--- src/rtl/xcp_pend_pkg.sv ---
package xcp_pend_pkg;

    localparam int EXC_NMI    = 2;
    localparam int EXC_HARD   = 3;
    localparam int EXC_DSVC   = 14;
    localparam int EXC_TIMER  = 15;
    localparam int EXC_EXT0   = 16;

    typedef enum logic {
        REQ_QUIET,
        REQ_RAISED
    } req_state_e;

    function automatic logic is_banked(input int n);
        return (n == 3) || (n == 4) || (n == 6) || (n == 11) || (n == 14) || (n == 15);
    endfunction

endpackage

--- src/rtl/xcp_edge_det.sv ---
module xcp_edge_det #(
    parameter int WIDTH = 32
) (
    input  logic             clk,
    input  logic             rst_n,
    input  logic [WIDTH-1:0] lvl,
    output logic [WIDTH-1:0] rise
);
    logic [WIDTH-1:0] prev_q;

    always_ff @(posedge clk or negedge rst_n) begin
        if (!rst_n) prev_q <= '0;
        else        prev_q <= lvl;
    end

    assign rise = lvl & ~prev_q;

endmodule

--- src/rtl/xcp_req_route.sv ---
module xcp_req_route
    import xcp_pend_pkg::*;
#(
    parameter int NUM_EXC = 48,
    parameter bit SEC_EXT = 1'b1,
    localparam int EW = $clog2(NUM_EXC)
) (
    input  logic               req_valid,
    input  logic               req_set,
    input  logic [EW-1:0]      req_num,
    input  logic               req_secure,
    input  logic               req_escalate,
    input  logic               hf_ns_cfg,
    output logic [NUM_EXC-1:0] set_ns,
    output logic [NUM_EXC-1:0] set_s,
    output logic [NUM_EXC-1:0] clr_ns,
    output logic [NUM_EXC-1:0] clr_s,
    output logic               bad_bank,
    output logic               force_hf
);
    logic sec;
    logic in_range;
    logic banked;
    logic sync_fault;
    int   num;

    always_comb begin
        num        = int'(req_num);
        sec        = req_secure && SEC_EXT;
        in_range   = (num > 1) && (num < NUM_EXC);
        banked     = is_banked(num);
        sync_fault = (num >= EXC_HARD) && (num < EXC_DSVC);
        set_ns     = '0;
        set_s      = '0;
        clr_ns     = '0;
        clr_s      = '0;
        bad_bank   = 1'b0;
        force_hf   = 1'b0;
        if (req_valid && in_range) begin
            if (sec && !banked) begin
                bad_bank = 1'b1;
            end else if (req_set && req_escalate && sync_fault) begin
                force_hf = 1'b1;
                if (SEC_EXT && (sec || !hf_ns_cfg)) set_s[EXC_HARD]  = 1'b1;
                else                                set_ns[EXC_HARD] = 1'b1;
            end else begin
                for (int i = 0; i < NUM_EXC; i++) begin
                    if (num == i) begin
                        if (req_set) begin
                            if (sec) set_s[i]  = 1'b1;
                            else     set_ns[i] = 1'b1;
                        end else begin
                            if (sec) clr_s[i]  = 1'b1;
                            else     clr_ns[i] = 1'b1;
                        end
                    end
                end
            end
        end
    end

endmodule

--- src/rtl/xcp_pend_ctrl.sv ---
module xcp_pend_ctrl
    import xcp_pend_pkg::*;
#(
    parameter int NUM_EXC = 48,
    parameter bit SEC_EXT = 1'b1,
    localparam int EW      = $clog2(NUM_EXC),
    localparam int NUM_EXT = NUM_EXC - EXC_EXT0
) (
    input  logic               clk,
    input  logic               rst_n,
    input  logic               csr_we,
    input  logic [31:0]        csr_wdata,
    input  logic               csr_secure,
    input  logic               trig_we,
    input  logic [8:0]         trig_wdata,
    input  logic [NUM_EXT-1:0] ext_irq,
    input  logic               req_valid,
    input  logic               req_set,
    input  logic [EW-1:0]      req_num,
    input  logic               req_secure,
    input  logic               req_escalate,
    input  logic               hf_ns_cfg,
    input  logic [NUM_EXC-1:0] en_ns,
    input  logic [NUM_EXC-1:0] en_s,
    output logic [NUM_EXC-1:0] pend_ns,
    output logic [NUM_EXC-1:0] pend_s,
    output logic               hf_forced,
    output logic               bank_err,
    output logic               exc_req
);
    logic [NUM_EXC-1:0] r_set_ns, r_set_s, r_clr_ns, r_clr_s;
    logic [NUM_EXC-1:0] set_ns, set_s, clr_ns, clr_s;
    logic [NUM_EXT-1:0] rise;
    logic               bad_bank, force_hf, csr_sec, any_live;
    logic [9:0]         trig_num;
    logic               unused_csr;
    req_state_e         state_q, state_d;

    assign unused_csr = ^{csr_wdata[30:29], csr_wdata[24:0]};

    xcp_edge_det #(.WIDTH(NUM_EXT)) u_edge (
        .clk  (clk),
        .rst_n(rst_n),
        .lvl  (ext_irq),
        .rise (rise)
    );

    xcp_req_route #(.NUM_EXC(NUM_EXC), .SEC_EXT(SEC_EXT)) u_route (
        .req_valid   (req_valid),
        .req_set     (req_set),
        .req_num     (req_num),
        .req_secure  (req_secure),
        .req_escalate(req_escalate),
        .hf_ns_cfg   (hf_ns_cfg),
        .set_ns      (r_set_ns),
        .set_s       (r_set_s),
        .clr_ns      (r_clr_ns),
        .clr_s       (r_clr_s),
        .bad_bank    (bad_bank),
        .force_hf    (force_hf)
    );

    // Merge all sources into per-bank set and clear vectors.
    always_comb begin
        csr_sec  = csr_secure && SEC_EXT;
        trig_num = {1'b0, trig_wdata} + 10'(EXC_EXT0);
        set_ns   = r_set_ns;
        set_s    = r_set_s;
        clr_ns   = r_clr_ns;
        clr_s    = r_clr_s;
        for (int i = 0; i < NUM_EXT; i++) begin
            if (rise[i]) set_ns[EXC_EXT0 + i] = 1'b1;
        end
        for (int i = EXC_EXT0; i < NUM_EXC; i++) begin
            if (trig_we && (trig_num == 10'(i))) set_ns[i] = 1'b1;
        end
        if (csr_we) begin
            if (csr_wdata[31]) set_ns[EXC_NMI] = 1'b1;
            if (csr_wdata[28]) begin
                if (csr_sec) set_s[EXC_DSVC]  = 1'b1;
                else         set_ns[EXC_DSVC] = 1'b1;
            end else if (csr_wdata[27]) begin
                if (csr_sec) clr_s[EXC_DSVC]  = 1'b1;
                else         clr_ns[EXC_DSVC] = 1'b1;
            end
            if (csr_wdata[26]) begin
                if (csr_sec) set_s[EXC_TIMER]  = 1'b1;
                else         set_ns[EXC_TIMER] = 1'b1;
            end else if (csr_wdata[25]) begin
                if (csr_sec) clr_s[EXC_TIMER]  = 1'b1;
                else         clr_ns[EXC_TIMER] = 1'b1;
            end
        end
    end

    // Pending storage: non-secure bits from 2 upward, secure bits only where banked.
    for (genvar g = 0; g < NUM_EXC; g++) begin : g_bit
        if (g > 1) begin : g_ns
            always_ff @(posedge clk or negedge rst_n) begin
                if (!rst_n)                      pend_ns[g] <= 1'b0;
                else if (set_ns[g])              pend_ns[g] <= 1'b1;
                else if (clr_ns[g] && pend_ns[g]) pend_ns[g] <= 1'b0;
            end
        end else begin : g_ns_none
            assign pend_ns[g] = 1'b0;
        end
        if (SEC_EXT && is_banked(g)) begin : g_s
            always_ff @(posedge clk or negedge rst_n) begin
                if (!rst_n)                    pend_s[g] <= 1'b0;
                else if (set_s[g])             pend_s[g] <= 1'b1;
                else if (clr_s[g] && pend_s[g]) pend_s[g] <= 1'b0;
            end
        end else begin : g_s_none
            assign pend_s[g] = 1'b0;
        end
    end

    always_ff @(posedge clk or negedge rst_n) begin
        if (!rst_n) begin
            hf_forced <= 1'b0;
            bank_err  <= 1'b0;
        end else begin
            bank_err <= bad_bank;
            if (force_hf) hf_forced <= 1'b1;
        end
    end

    // Request line state machine: RAISE when something live, DROP when nothing.
    assign any_live = |(pend_ns & en_ns) || |(pend_s & en_s);

    always_comb begin
        state_d = state_q;
        unique case (state_q)
            REQ_QUIET:  if (any_live)  state_d = REQ_RAISED;
            REQ_RAISED: if (!any_live) state_d = REQ_QUIET;
            default:                   state_d = REQ_QUIET;
        endcase
    end

    always_ff @(posedge clk or negedge rst_n) begin
        if (!rst_n) state_q <= REQ_QUIET;
        else        state_q <= state_d;
    end

    always_comb begin
        exc_req = (state_q == REQ_RAISED);
    end

    AST_ERR_FROM_SECURE: assert property (@(posedge clk) disable iff (!rst_n)
        bank_err |-> $past(req_valid && req_secure));

    AST_ERR_FREEZE: assert property (@(posedge clk) disable iff (!rst_n)
        (bank_err && !$past(csr_we || trig_we || (|rise)))
            |-> (pend_ns == $past(pend_ns) && pend_s == $past(pend_s)));

    AST_FORCED_STICKY: assert property (@(posedge clk) disable iff (!rst_n)
        !$fell(hf_forced));

    AST_FORCED_WITH_HF: assert property (@(posedge clk) disable iff (!rst_n)
        $rose(hf_forced) |-> (pend_ns[EXC_HARD] || pend_s[EXC_HARD]));

    AST_REQ_NEEDS_PEND: assert property (@(posedge clk) disable iff (!rst_n)
        exc_req |-> $past((|pend_ns) || (|pend_s)));

endmodule

--- config.mk ---
export PLATFORM = sky130hd
export DESIGN_NAME = xcp_pend_ctrl
export DESIGN_NICKNAME = d
export VERILOG_FILES = /design/src/rtl/xcp_pend_pkg.sv /design/src/rtl/xcp_edge_det.sv /design/src/rtl/xcp_req_route.sv /design/src/rtl/xcp_pend_ctrl.sv
export SDC_FILE = /design/constraint.sdc
export NUM_CORES = 1
export LEC_CHECK = 0
export CORE_AREA = 2 2 110 112
export CTS_CLUSTER_SIZE = 10
export DETAILED_ROUTE_END_ITERATION = 8
export DIE_AREA = 0 0 112 114
export DONT_BUFFER_PORTS = 1
export GPL_ROUTABILITY_DRIVEN = 0
export PLACE_DENSITY_LB_ADDON = 0.2
export SYNTH_ARGS = -nofsm -noshare
export SYNTH_HDL_FRONTEND = slang
export SYNTH_SLANG_ARGS = --single-unit
--- constraint.sdc ---
create_clock -name clk -period 2.1 [get_ports clk]
set_input_delay 0.21 -clock clk [delete_from_list [all_inputs] [get_ports clk]]
set_output_delay 0.21 -clock clk [all_outputs]
set_load 0.02 [all_outputs]
Word level (Yosys, flattened, before mapping)
Cells that the tools add are included.
Word-level totals
  bits in registers: 87
  bits of input ports: 185
  output and inout bits: 99
  logic and storage cells: 650
Operators by class
  add/sub/neg operators: 1
  $lt $le $gt $ge: 4
  equality and inequality tests: 79
  muxes and demuxes: 352
  bitwise gates (word level): 4
  reductions and logical operators: 154
Operators with widths (count)
  1-bit 2-to-1 mux: 334
  48-bit 2-to-1 mux: 5
  6-bit == test, second input constant: 32
  10-bit by 5-bit == test with 1-bit output, second input constant: 16
  10-bit by 6-bit == test with 1-bit output, second input constant: 16
  2-bit nonzero test: 52
  48-bit OR reduction: 2
  1-bit logical AND: 90
  16-bit 2-to-1 mux: 5
  16-bit by 48-bit bitwise AND with 48-bit output: 1
  48-bit bitwise AND: 1
  6-bit by 5-bit == test with 1-bit output, second input constant: 8
  44-bit 2-to-1 mux: 1
  32-bit bitwise AND: 1
  32-bit inverter: 1
  6-bit by 4-bit == test with 1-bit output, second input constant: 4
  6-bit by 3-bit == test with 1-bit output, second input constant: 2
  12-bit 2-to-1 mux: 1
  9-bit by 5-bit adder with 10-bit output, second input constant: 1
  2-bit 2-to-1 mux: 4
  1-bit logical OR: 7
  6-bit by 2-bit == test with 1-bit output, second input constant: 1
  6-bit by 2-bit greater-or-equal comparator with 1-bit output, second input constant: 1
  6-bit by 1-bit > comparator with 1-bit output, second input constant: 1
  5 further kinds: 7

Longest topological paths before layout
  depth after elaboration: 17
  depth in mapped cells: 6
  depth with buffers taken out: 5

Modules after synthesis
A second synthesis with hierarchy kept.
Second synthesis, totals
  cell total of the unflattened synthesis: 635
  area, all modules: 5811.8 um^2
By module, submodules not included
  xcp_pend_ctrl: instances 1, cells an instance 304, area each 2954.1 um^2, seq. area each 1376.3 um^2
  xcp_req_route: instances 1, cells an instance 267, area each 1616.6 um^2, seq. area each 0.0 um^2
  xcp_edge_det: instances 1, cells an instance 64, area each 1241.2 um^2, seq. area each 800.8 um^2

Worst setup path after synthesis
No wires, ideal clock.
  path type: reg-to-reg
  from: register pend_ns[15]
  to: register state_q (netlist: exc_req)
  setup time: 0.139 ns
  arrival: 1.464 ns
  required time: 1.961 ns
  path slack: 0.497 ns
  cell stages (with the launch flop): 5
  path buffers: 0
  period minus slack after synthesis: 1.603 ns
  path through: dfrtp_1 a22o_1 a221oi_1 nand4_1 or4_1
Between the ends
  longest elaborated chain between the ends: 4
Ends and longest elaborated chain
  start: declaration: RTL line xcp_pend_ctrl.sv:25  | output logic [NUM_EXC-1:0] pend_ns,
  start signal: indexed assignment: RTL line xcp_pend_ctrl.sv:100  | if (!rst_n) pend_ns[g] <= 1'b0;
  start signal: indexed assignment: RTL line xcp_pend_ctrl.sv:101  | else if (set_ns[g]) pend_ns[g] <= 1'b1;
  48-bit bitwise AND: RTL line xcp_pend_ctrl.sv:129  | assign any_live = |(pend_ns & en_ns) || |(pend_s & en_s);
  48-bit OR reduction: RTL line xcp_pend_ctrl.sv:129
  1-bit logical OR: RTL line xcp_pend_ctrl.sv:129
  net any_live: RTL line xcp_pend_ctrl.sv:34  | logic bad_bank, force_hf, csr_sec, any_live;
  1-bit 2-to-1 mux: RTL line xcp_pend_ctrl.sv:134, xcp_pend_ctrl.sv:135
  end signal: assignment: RTL line xcp_pend_ctrl.sv:142  | else state_q <= state_d;
  end: declaration: RTL line xcp_pend_ctrl.sv:37  | req_state_e state_q, state_d;
The timed path passes the listed nets, and every way through them passes these cells.
A chain may end at the register's enable or synchronous reset.

Worst setup path after layout
  from: register pend_ns[2]
  to: register state_q (netlist: exc_req)
The elaborated chain is that of the path after synthesis.

==> results.json <==
{
  "ir_drop_mv": 0.4702,
  "ctsHoldBuffers": 36,
  "hold_viol": 87,
  "synthesis.area_um2": 4357,
  "syn_avg_cell_area_um2": 9.947,
  "drive_gt1_frac": 0.09307,
  "clkPwrFrac": 0.439,
  "drc_errors": 0,
  "fillers": 1133,
  "swShare": 0.2473,
  "period_needed_ps": 2008,
  "grt_pass1_wl_mm": 22.56,
  "dp_hpwl_mm": 11.39,
  "io_pins": 284,
  "cp.depth": 4,
  "multi_input_area_um2": 1931,
  "crit_fanout": 2,
  "regArea_um2": 2177,
  "min_path_type": "input port to async pin",
  "io_buffers": 0,
  "insertion_delay_ps": 350,
  "synth_largest_area_cell": "dfrtp_1",
  "layout.nets": 686,
  "grt_usage": 0.2405,
  "grt-ovfl-total": 0,
  "antennaDiodeCount": 0,
  "drt_pass1_iterations": 5,
  "timing.hold.ws_ps": -446.0,
  "leakagePower_nw": 1.948,
  "netlist.area_leader.share": 0.4997,
  "worst_path_max_delay_cell": "or4_1",
  "outcome": "finished with violations",
  "crit_required_ps": 2320,
  "synth.top_cells.by_count": "dfrtp_1 (87), nand2_1 (48), buf_4 (44), nand2b_1 (36), o21ai_0 (34)",
  "synth-main-ff-cell": "dfrtp_1",
  "die_w_um": 112,
  "r2r_setup_slack_ps": 90,
  "grt_max_degree": 88,
  "wl_mm": 15.14,
  "synth_edf_count": 0,
  "ant_nets": 0,
  "yosysWarnings": 0,
  "cts_num_sinks": 87,
  "cts_tree": "yes",
  "first_global_vias": 3723,
  "fin_tns_setup_ps": 0,
  "power_mw": 4.058,
  "r2r_cells": 4,
  "synth-seq-cells": 87,
  "cts-htree-levels": 3,
  "start_util": 0.3720,
  "rsz0062_at_grt": "no",
  "path_clk_slew_ps": 60,
  "min_period_over_period": 0.9562,
  "area.growth.synth_to_final_pct": 19.73,
  "path_class": "register to register",
  "antenna_found_initial": 0,
  "p_int_mw": 3.055,
  "slowest_delay_ps": 560,
  "synth_cell_types": 46,
  "cts_resized": 0,
  "violations": "negative hold slack",
  "yosysMostFrequentCell": "dfrtp_1",
  "drtIter0Drc": 332,
  "synth_area_leaders": "dfrtp_1 (50%), buf_4 (7.6%), o2111ai_1 (6.4%)",
  "relSlewSlack": 0.5773,
  "path_cells": "a22o_1, a221oi_1, nand4_1, or4_1",
  "p_sw_mw": 1.004,
  "cap_viol_max_count": 0,
  "coreArea_um2": 11710,
  "post_cts_buffers": 0,
  "tightestPinTransition_ps": 631.7,
  "seqPwrFrac": 0.462,
  "comb_power_share": 0.098,
  "yosysSeqAreaShare": 0.4997,
  "final_max_slew_viol_count": 0,
  "clk_path_buf_depth": 2,
  "fmax_mhz": 498.0,
  "power_density_nw_per_um2": 778.0,
  "async_flop_share": 1.000,
  "synthCells": 438,
  "wl_per_cell_um": 23.22,
  "skew_ps": 5.444,
  "startpoint_type": "register",
  "rows": 40,
  "critPathBufInv": 0,
  "path_delay_family": "simple AND/OR/NAND/NOR gates",
  "die_height_um": 114,
  "cp_data_arrival_time_ps": 2230,
  "cts_inserted_buffers": 9,
  "vias": 3732,
  "finalSetupViolations": 0,
  "cp-end-kind": "register",
  "cts_root_buf": "clkbuf_16",
  "dieArea_um2": 12770,
  "viasPerCell": 5.724
}
## cells in the final DEF, fill, tap and decap left out, drive strengths merged, types with 2 or more instances in the layout
| master | n |
|---|---|
| dfrtp | 87 |
| o21ai | 52 |
| nand2 | 49 |
| conb | 44 |
| nand2b | 36 |
| dlygate4sd3 | 36 |
| o2111ai | 32 |
| buf | 28 |
| nor2 | 24 |
| nand3 | 15 |
| clkbuf | 12 |
| a22o | 11 |
| a221oi | 11 |
| nand4 | 10 |
| inv | 6 |
| nor2b | 5 |
| a22oi | 4 |
| o211ai | 4 |
| nor3 | 4 |
| o221ai | 3 |
| o32a | 3 |
| o31ai | 2 |
| nand4b | 2 |
| nand3b | 2 |
| o311ai | 2 |
| nand4bb | 2 |
| bufinv | 2 |
| nor3b | 2 |
## final timing paths
check                                    to         startpoint
worst max-delay path                exc_req         pend_ns[2]
worst min register to register  pend_ns[26]  u_edge.prev_q[10]
worst min-delay path            pend_ns[28]              rst_n
worst max register to register      exc_req         pend_ns[2]
min in group clk                pend_ns[30]        ext_irq[14]
max in group asynchronous       pend_ns[23]              rst_n
## layout make-up
type,count,area share
flip-flops and latches,87,0.4174
clock buffers,12,0.05109
multi-input cells,333,0.3701
clock inverters,3,0.01247
well taps,147,0.03526
inverters,6,0.004318
repair buffers,64,0.1094
## power groups by stage
stage / sequential, mW / clock [mW] / combinational [mW]
global placement: 1.91 / 0 / 0.343
finish: 1.88 / 1.78 / 0.400
detailed placement: 1.91 / 0 / 0.346
global route: 1.89 / 1.90 / 0.435
floorplan: 1.90 / 0 / 0.305
CTS: 1.88 / 1.83 / 0.400
## through the flow
step | instances | setup WS [ps] | util | area (um^2)
global placement | 601 | 89.38 | 0.3863 | 4524
global route | 652 | 11.84 | 0.4454 | 5216
floorplan | 481 | 497.1 | - | 4518
CTS | 652 | 63.42 | 0.4454 | 5216
finish | 652 | 91.99 | 0.4454 | 5216
detailed placement | 601 | 88.59 | 0.3863 | 4524
## logic make-up after synthesis
group / after synthesis / synth area share
AO/OA/AOI/OAI: 131 / 0.2151
buffers and inverters: 61 / 0.09420
flip-flops: 87 / 0.4997
multiplexers: 2 / 0.004882
other: 1 / 0.0008607
AND/OR/NAND/NOR: 156 / 0.1852
## layer usage
metal,track usage,wire length (um),up-vias
li1,-,-,1678
met1,0.3153,6300,1834
met2,0.3802,7162,199
met3,0.07811,1358,21
met4,0.07886,319,0
met5,0,0,-
## flip-flops by register name, summed over array words and instances, names as in the netlist
signal,flops
hf_forced,1
exc_req,1
u_edge.prev_q,32
bank_err,1
pend_ns,46
pend_s,6
(Power assumes the default switching activity.)
